**config.mk**
```make
export PLATFORM = sky130hd
export DESIGN_NAME = cgain_stage
export DESIGN_NICKNAME = d
export VERILOG_FILES = /design/src/rtl/cgain_pkg.sv /design/src/rtl/cgain_pipe_reg.sv /design/src/rtl/cgain_regs.sv /design/src/rtl/cgain_mult.sv /design/src/rtl/cgain_stage.sv
export SDC_FILE = /design/constraint.sdc
export NUM_CORES = 2
export LEC_CHECK = 0
export ABC_AREA = 1
export BUFFER_PORTS_ARGS = -buffer_cell sky130_fd_sc_hd__buf_2
export CAP_MARGIN = 15
export CORE_ASPECT_RATIO = 0.9
export CORE_MARGIN = 2
export CORE_UTILIZATION = 25
export DETAILED_ROUTE_END_ITERATION = 10
export PLACE_DENSITY = 0.48
export SYNTH_ARGS = -nofsm -noshare
export SYNTH_HDL_FRONTEND = slang
export SYNTH_SLANG_ARGS = --single-unit
```
**constraint.sdc**
```tcl
create_clock -name clk -period 6.55 [get_ports clk]
set_input_delay 0.655 -clock clk [delete_from_list [all_inputs] [get_ports clk]]
set_output_delay 0.655 -clock clk [all_outputs]
set_load 0.03 [all_outputs]
```
**src/rtl/cgain_pkg.sv**
```systemverilog
`timescale 1ns/1ps
package cgain_pkg;
  localparam int CMP_W = 16;
  localparam int GN_W  = 16;
  localparam int PRD_W = CMP_W + GN_W;
  localparam int LANES = 2;

  typedef logic signed [CMP_W-1:0] cmp_t;
  typedef logic signed [GN_W-1:0]  gain_t;
  typedef logic signed [PRD_W-1:0] prd_t;

  // Sample captured at acceptance, with the gain that applies to it
  typedef struct packed {
    cmp_t  re;
    cmp_t  im;
    gain_t gain;
    logic  last;
  } capt_t;

  typedef struct packed {
    prd_t re;
    prd_t im;
    logic last;
  } prod_t;
endpackage

```
**src/rtl/cgain_pipe_reg.sv**
```systemverilog
`timescale 1ns/1ps
module cgain_pipe_reg #(
  parameter int W = 8
) (
  input  logic         clk,
  input  logic         rst,
  input  logic         up_valid,
  output logic         up_ready,
  input  logic [W-1:0] up_data,
  output logic         dn_valid,
  input  logic         dn_ready,
  output logic [W-1:0] dn_data
);
  logic         vld_q;
  logic [W-1:0] dat_q;

  assign up_ready = !vld_q || dn_ready;
  assign dn_valid = vld_q;
  assign dn_data  = dat_q;

  always_ff @(posedge clk) begin
    if (rst)           vld_q <= 1'b0;
    else if (up_ready) vld_q <= up_valid;
  end

  always_ff @(posedge clk) begin
    if (up_ready && up_valid) dat_q <= up_data;
  end


  hold_stable_chk: assert property (@(posedge clk) disable iff (rst)
    dn_valid && !dn_ready |=> dn_valid && $stable(dn_data));


  rst_clear_chk: assert property (@(posedge clk)
    rst |=> !dn_valid);
endmodule

```
**src/rtl/cgain_regs.sv**
```systemverilog
`timescale 1ns/1ps
module cgain_regs
  import cgain_pkg::*;
#(
  parameter int    ADDR_W    = 4,
  parameter int    GAIN_ADDR = 0,
  parameter gain_t GAIN_RST  = 16'sd1
) (
  input  logic              clk,
  input  logic              rst,
  input  logic              cfg_wr,
  input  logic [ADDR_W-1:0] cfg_addr,
  input  logic [GN_W-1:0]   cfg_wdata,
  output logic [GN_W-1:0]   cfg_rdata,
  output gain_t             gain
);
  localparam logic [ADDR_W-1:0] HIT = ADDR_W'(GAIN_ADDR);

  gain_t gain_q;
  logic  hit;

  assign hit       = (cfg_addr == HIT);
  assign gain      = gain_q;
  assign cfg_rdata = hit ? gain_q : '0;

  always_ff @(posedge clk) begin
    if (rst)              gain_q <= GAIN_RST;
    else if (cfg_wr && hit) gain_q <= cfg_wdata;
  end


  gain_default_chk: assert property (@(posedge clk)
    rst |=> gain_q == GAIN_RST);


  gain_write_chk: assert property (@(posedge clk) disable iff (rst)
    cfg_wr && hit |=> gain_q == $past(cfg_wdata));


  foreign_write_chk: assert property (@(posedge clk) disable iff (rst)
    !(cfg_wr && hit) |=> $stable(gain_q));
endmodule

```
**src/rtl/cgain_mult.sv**
```systemverilog
`timescale 1ns/1ps
module cgain_mult
  import cgain_pkg::*;
(
  input  capt_t a,
  output prod_t p
);
  cmp_t lane_in  [LANES];
  prd_t lane_out [LANES];

  assign lane_in[0] = a.re;
  assign lane_in[1] = a.im;

  for (genvar i = 0; i < LANES; i++) begin : g_lane
    assign lane_out[i] = prd_t'(lane_in[i]) * prd_t'(a.gain);
  end

  assign p.re   = lane_out[0];
  assign p.im   = lane_out[1];
  assign p.last = a.last;
endmodule

```
**src/rtl/cgain_stage.sv**
```systemverilog
`timescale 1ns/1ps
module cgain_stage
  import cgain_pkg::*;
#(
  parameter int    ADDR_W    = 4,
  parameter int    GAIN_ADDR = 0,
  parameter gain_t GAIN_RST  = 16'sd1
) (
  input  logic                 clk,
  input  logic                 rst,
  input  logic                 in_valid,
  output logic                 in_ready,
  input  logic [2*CMP_W-1:0]   in_data,
  input  logic                 in_last,
  output logic                 out_valid,
  input  logic                 out_ready,
  output logic [2*PRD_W-1:0]   out_data,
  output logic                 out_last,
  input  logic                 cfg_wr,
  input  logic [ADDR_W-1:0]    cfg_addr,
  input  logic [GN_W-1:0]      cfg_wdata,
  output logic [GN_W-1:0]      cfg_rdata
);
  localparam int CW = $bits(capt_t);
  localparam int PW = $bits(prod_t);

  gain_t gain;
  capt_t cap_in, cap_q;
  prod_t prd_d, prd_q;
  logic  mid_valid, mid_ready;

  cgain_regs #(
    .ADDR_W(ADDR_W), .GAIN_ADDR(GAIN_ADDR), .GAIN_RST(GAIN_RST)
  ) u_regs (
    .clk(clk), .rst(rst), .cfg_wr(cfg_wr), .cfg_addr(cfg_addr),
    .cfg_wdata(cfg_wdata), .cfg_rdata(cfg_rdata), .gain(gain)
  );

  assign cap_in.re   = in_data[2*CMP_W-1:CMP_W];
  assign cap_in.im   = in_data[CMP_W-1:0];
  assign cap_in.gain = gain;
  assign cap_in.last = in_last;

  cgain_pipe_reg #(.W(CW)) u_cap (
    .clk(clk), .rst(rst),
    .up_valid(in_valid), .up_ready(in_ready), .up_data(cap_in),
    .dn_valid(mid_valid), .dn_ready(mid_ready), .dn_data(cap_q)
  );

  cgain_mult u_mult (.a(cap_q), .p(prd_d));

  cgain_pipe_reg #(.W(PW)) u_prod (
    .clk(clk), .rst(rst),
    .up_valid(mid_valid), .up_ready(mid_ready), .up_data(prd_d),
    .dn_valid(out_valid), .dn_ready(out_ready), .dn_data(prd_q)
  );

  assign out_data = {prd_q.re, prd_q.im};
  assign out_last = prd_q.last;


  drain_ready_chk: assert property (@(posedge clk) disable iff (rst)
    out_ready |-> in_ready);


  last_hold_chk: assert property (@(posedge clk) disable iff (rst)
    out_valid && !out_ready |=> $stable(out_last));
endmodule

```
==> impl_metrics.py <==
metrics = {
    "final_layout": {
        "synthToLayoutAreaGrowth_pct": 11.86,
        "regArea_um2": 3784,
        "layout-drive-gt1-share": 0.08246,
        "multi_input_area_um2": 17860,
        "antenna_cells": 0,
        "nNetsFinal": 3959,
        "fillers": 11060,
    },
    "routing": {
        "avgViaCountPerCell": 4.055,
        "via_count": 18580,
        "dr.pass1.iters": 7,
        "antenna_left": 0,
        "post_drt_wl_per_cell_um": 15.03,
        "drt_iter0_markers": 972,
        "drt-total-wl_um": 68880,
        "post-route-drc-count": 0,
    },
    "grt": {
        "grt_pass1_vias": 20260,
        "grt_pass1_wl_um": 112900,
        "top_usage_layer": "met2",
        "antenna_found_initial": 0,
        "use_met3": 0.01812,
        "grt_overflow": 0,
        "grt_max_degree": 50,
        "grt_use_met2": 0.2355,
        "globalRouteMet1Util": 0.1881,
        "grt.total_usage": 0.1383,
    },
    "synth": {
        "syn-num-nets": 3862,
        "yosys_warnings": 0,
        "syn_area_um2": 25660,
        "synth.distinct_cells": 29,
        "synth_seq_cells": 132,
        "synth_area_per_cell_um2": 8.234,
        "synthCells": 3116,
        "seq_area_frac_synth": 0.1475,
    },
    "placed_design": {
        "dpl.hpwl_um": 56900,
        "gp_congestion": 0.8846,
        "port_buffers": 140,
    },
    "clocking": {
        "cts_tree": "built",
        "h-tree-depth": 4,
        "cts_root_buf": "clkbuf_16",
        "postCtsSetupRepairBufs": 0,
        "cts.reportedPaths.clkPinSlew_ns": 0.08,
        "clock-sinks": 132,
        "clk_latency_ns": 0.49,
        "cts_made_buffers": 17,
        "cts_buffer_depth": 2,
        "cts.repair.resized": 0,
        "cts_hold_buf": 0,
    },
    "timing": {
        "hold_violations": 0,
        "finalSetupViolCount": 0,
        "period_share": 0.9200,
        "fin_skew_ns": 0.01468,
        "slew_viol_final": 0,
        "slew_headroom": 0.3668,
        "rsz0062_at_grt": "false",
        "period_needed_ns": 6.026,
        "finalSetupTns_ns": 0,
        "tightest_slew_ns": 0.9471,
        "clock.fmax_mhz": 165.9,
    },
    "setup_path": {
        "crit_type": "reg -> reg",
        "end_kind": "register",
        "slowest_stage": "fa_1",
        "crit_path_max_incr_delay_ns": 0.93,
        "crit_chain": "nand2_1 > inv_1 > fa_1 > fa_1 > fa_1 > fa_1 > inv_1 > fa_1 > inv_1 > fa_1 > ha_1 > inv_1 > nor3_1 > nand2_1 > nor3_1 > nand2_1 > nand3_1 > nand2_1",
        "cp_max_fo": 9,
        "cp.arrival_ns": 6.27,
        "cpMostUsedCell": "fa_1",
        "worst_setup_path_start_kind": "register",
        "required_ns": 6.80,
    },
    "floorplanning": {
        "die_h_um": 307.9,
        "start_util": 0.2520,
        "pin_count": 141,
        "die_w_um": 341.7,
        "core_um2": 101800,
        "design.die.area_um2": 105200,
        "std_cell_rows": 111,
    },
    "min_path": {
        "hold_path_class": "in -> reg",
    },
    "outcome": {
        "status": "finished clean",
    },
    "flow_run": {
        "maxCapViolCount": 0,
    },
}
==> final cells by class <==
| type | count | area share |
|---|---|---|
| repair buffers | 185 | 0.03967 |
| clock inverters | 14 | 0.005145 |
| clock buffers | 18 | 0.01570 |
| multi-input cells | 1911 | 0.6222 |
| flip-flops and latches | 132 | 0.1318 |
| inverters | 966 | 0.1263 |
| well taps | 1356 | 0.05912 |
==> routing by layer <==
| metal | part of all wire | up-vias |
|---|---|---|
| li1 | - | 9036 |
| met5 | 0 | - |
| met1 | 0.47 | 9173 |
| met3 | 0.037 | 54 |
| met2 | 0.48 | 316 |
| met4 | 0.011 | 0 |
==> final timing paths <==
| kind | to | cells after the start | start | slack, ns |
|---|---|---|---|---|
| max reg2reg | u_prod.dn_data[31] | 18 | u_cap.dn_data[32] | 0.52 |
| min reg2reg | u_prod.dn_data[0] | 0 | u_cap.dn_data[0] | 0.43 |
| max | u_prod.dn_data[31] | 18 | u_cap.dn_data[32] | 0.52 |
| min | u_cap.dn_data[46] | 1 | in_data[29] | 0.34 |
==> Yosys cell counts (all sizes together) <==
| cell | number | area share |
|---|---|---|
| o21bai | 11 | 0.0032 |
| a21oi | 63 | 0.013 |
| o21ai | 29 | 0.0057 |
| ha | 164 | 0.080 |
| a21o | 3 | 0.00088 |
| and2 | 2 | 0.00049 |
| nand3b | 5 | 0.0015 |
| nand3 | 76 | 0.016 |
| fa | 524 | 0.41 |
| dfxtp | 18 | 0.014 |
| nor2 | 118 | 0.019 |
| or2 | 8 | 0.0020 |
| clkbuf | 107 | 0.016 |
| nand2 | 830 | 0.12 |
| nor3 | 16 | 0.0039 |
| edfxtp | 114 | 0.13 |
| xor2 | 35 | 0.012 |
| inv | 966 | 0.14 |
| a31oi | 1 | 0.00024 |
| xnor2 | 5 | 0.0017 |
| nand4 | 21 | 0.0051 |
==> cell usage in the layout (no fill, tap or decap), types with 28 or more instances in the layout <==
master	n
a21oi_1	60
nand2_1	817
buf_4	37
nor2_1	106
fa_1	524
inv_1	962
o21ai_0	28
xor2_1	35
nand3_1	71
ha_1	164
buf_2	140
edfxtp_1	114
==> metrics by stage <==
step,hold WS [ns],instance area [µm²],setup WS (ns),utilization,std cells
after detailed placement,0.4070,28100,0.5123,0.2760,4550
after global placement,0.4017,28100,0.5412,0.2760,4550
final,0.3369,28700,0.5237,0.2819,4582
after floorplan,0.4003,25660,1.014,-,3116
after CTS,0.2863,28700,0.4995,0.2819,4582
after global routing,0.3094,28700,0.1405,0.2819,4582
==> critical path: cells and delay by family, from the launching register on <==
kind | cells | cell delay, ns
AND/OR/NAND/NOR | 7 | 1.04
adder cells (fa/ha/maj) | 7 | 3.90
flip-flops | 1 | 0.54
buffers and inverters | 4 | 0.30
==> registers in the layout, summed over array words and instances, names as in the netlist <==
| signal | cells |
|---|---|
| u_cap.dn_data | 49 |
| u_cap.dn_valid | 1 |
| u_prod.dn_data | 65 |
| u_prod.dn_valid | 1 |
| u_regs.gain | 16 |
==> cells by family (layout without fill, tap and decap cells) <==
group           count (synthesis)  after routing  synth area share
compound gates                107            107           0.02258
xor+xnor                       40             40           0.01365
fa+ha+maj                     688            688            0.4889
buf+inv                      1073           1183            0.1570
flops                         132            132            0.1475
simple gates                 1076           1076            0.1704
Power is left out: the tool's default activity adds up to more than one toggle a clock period on the data nets, which glitch-free logic cannot reach.
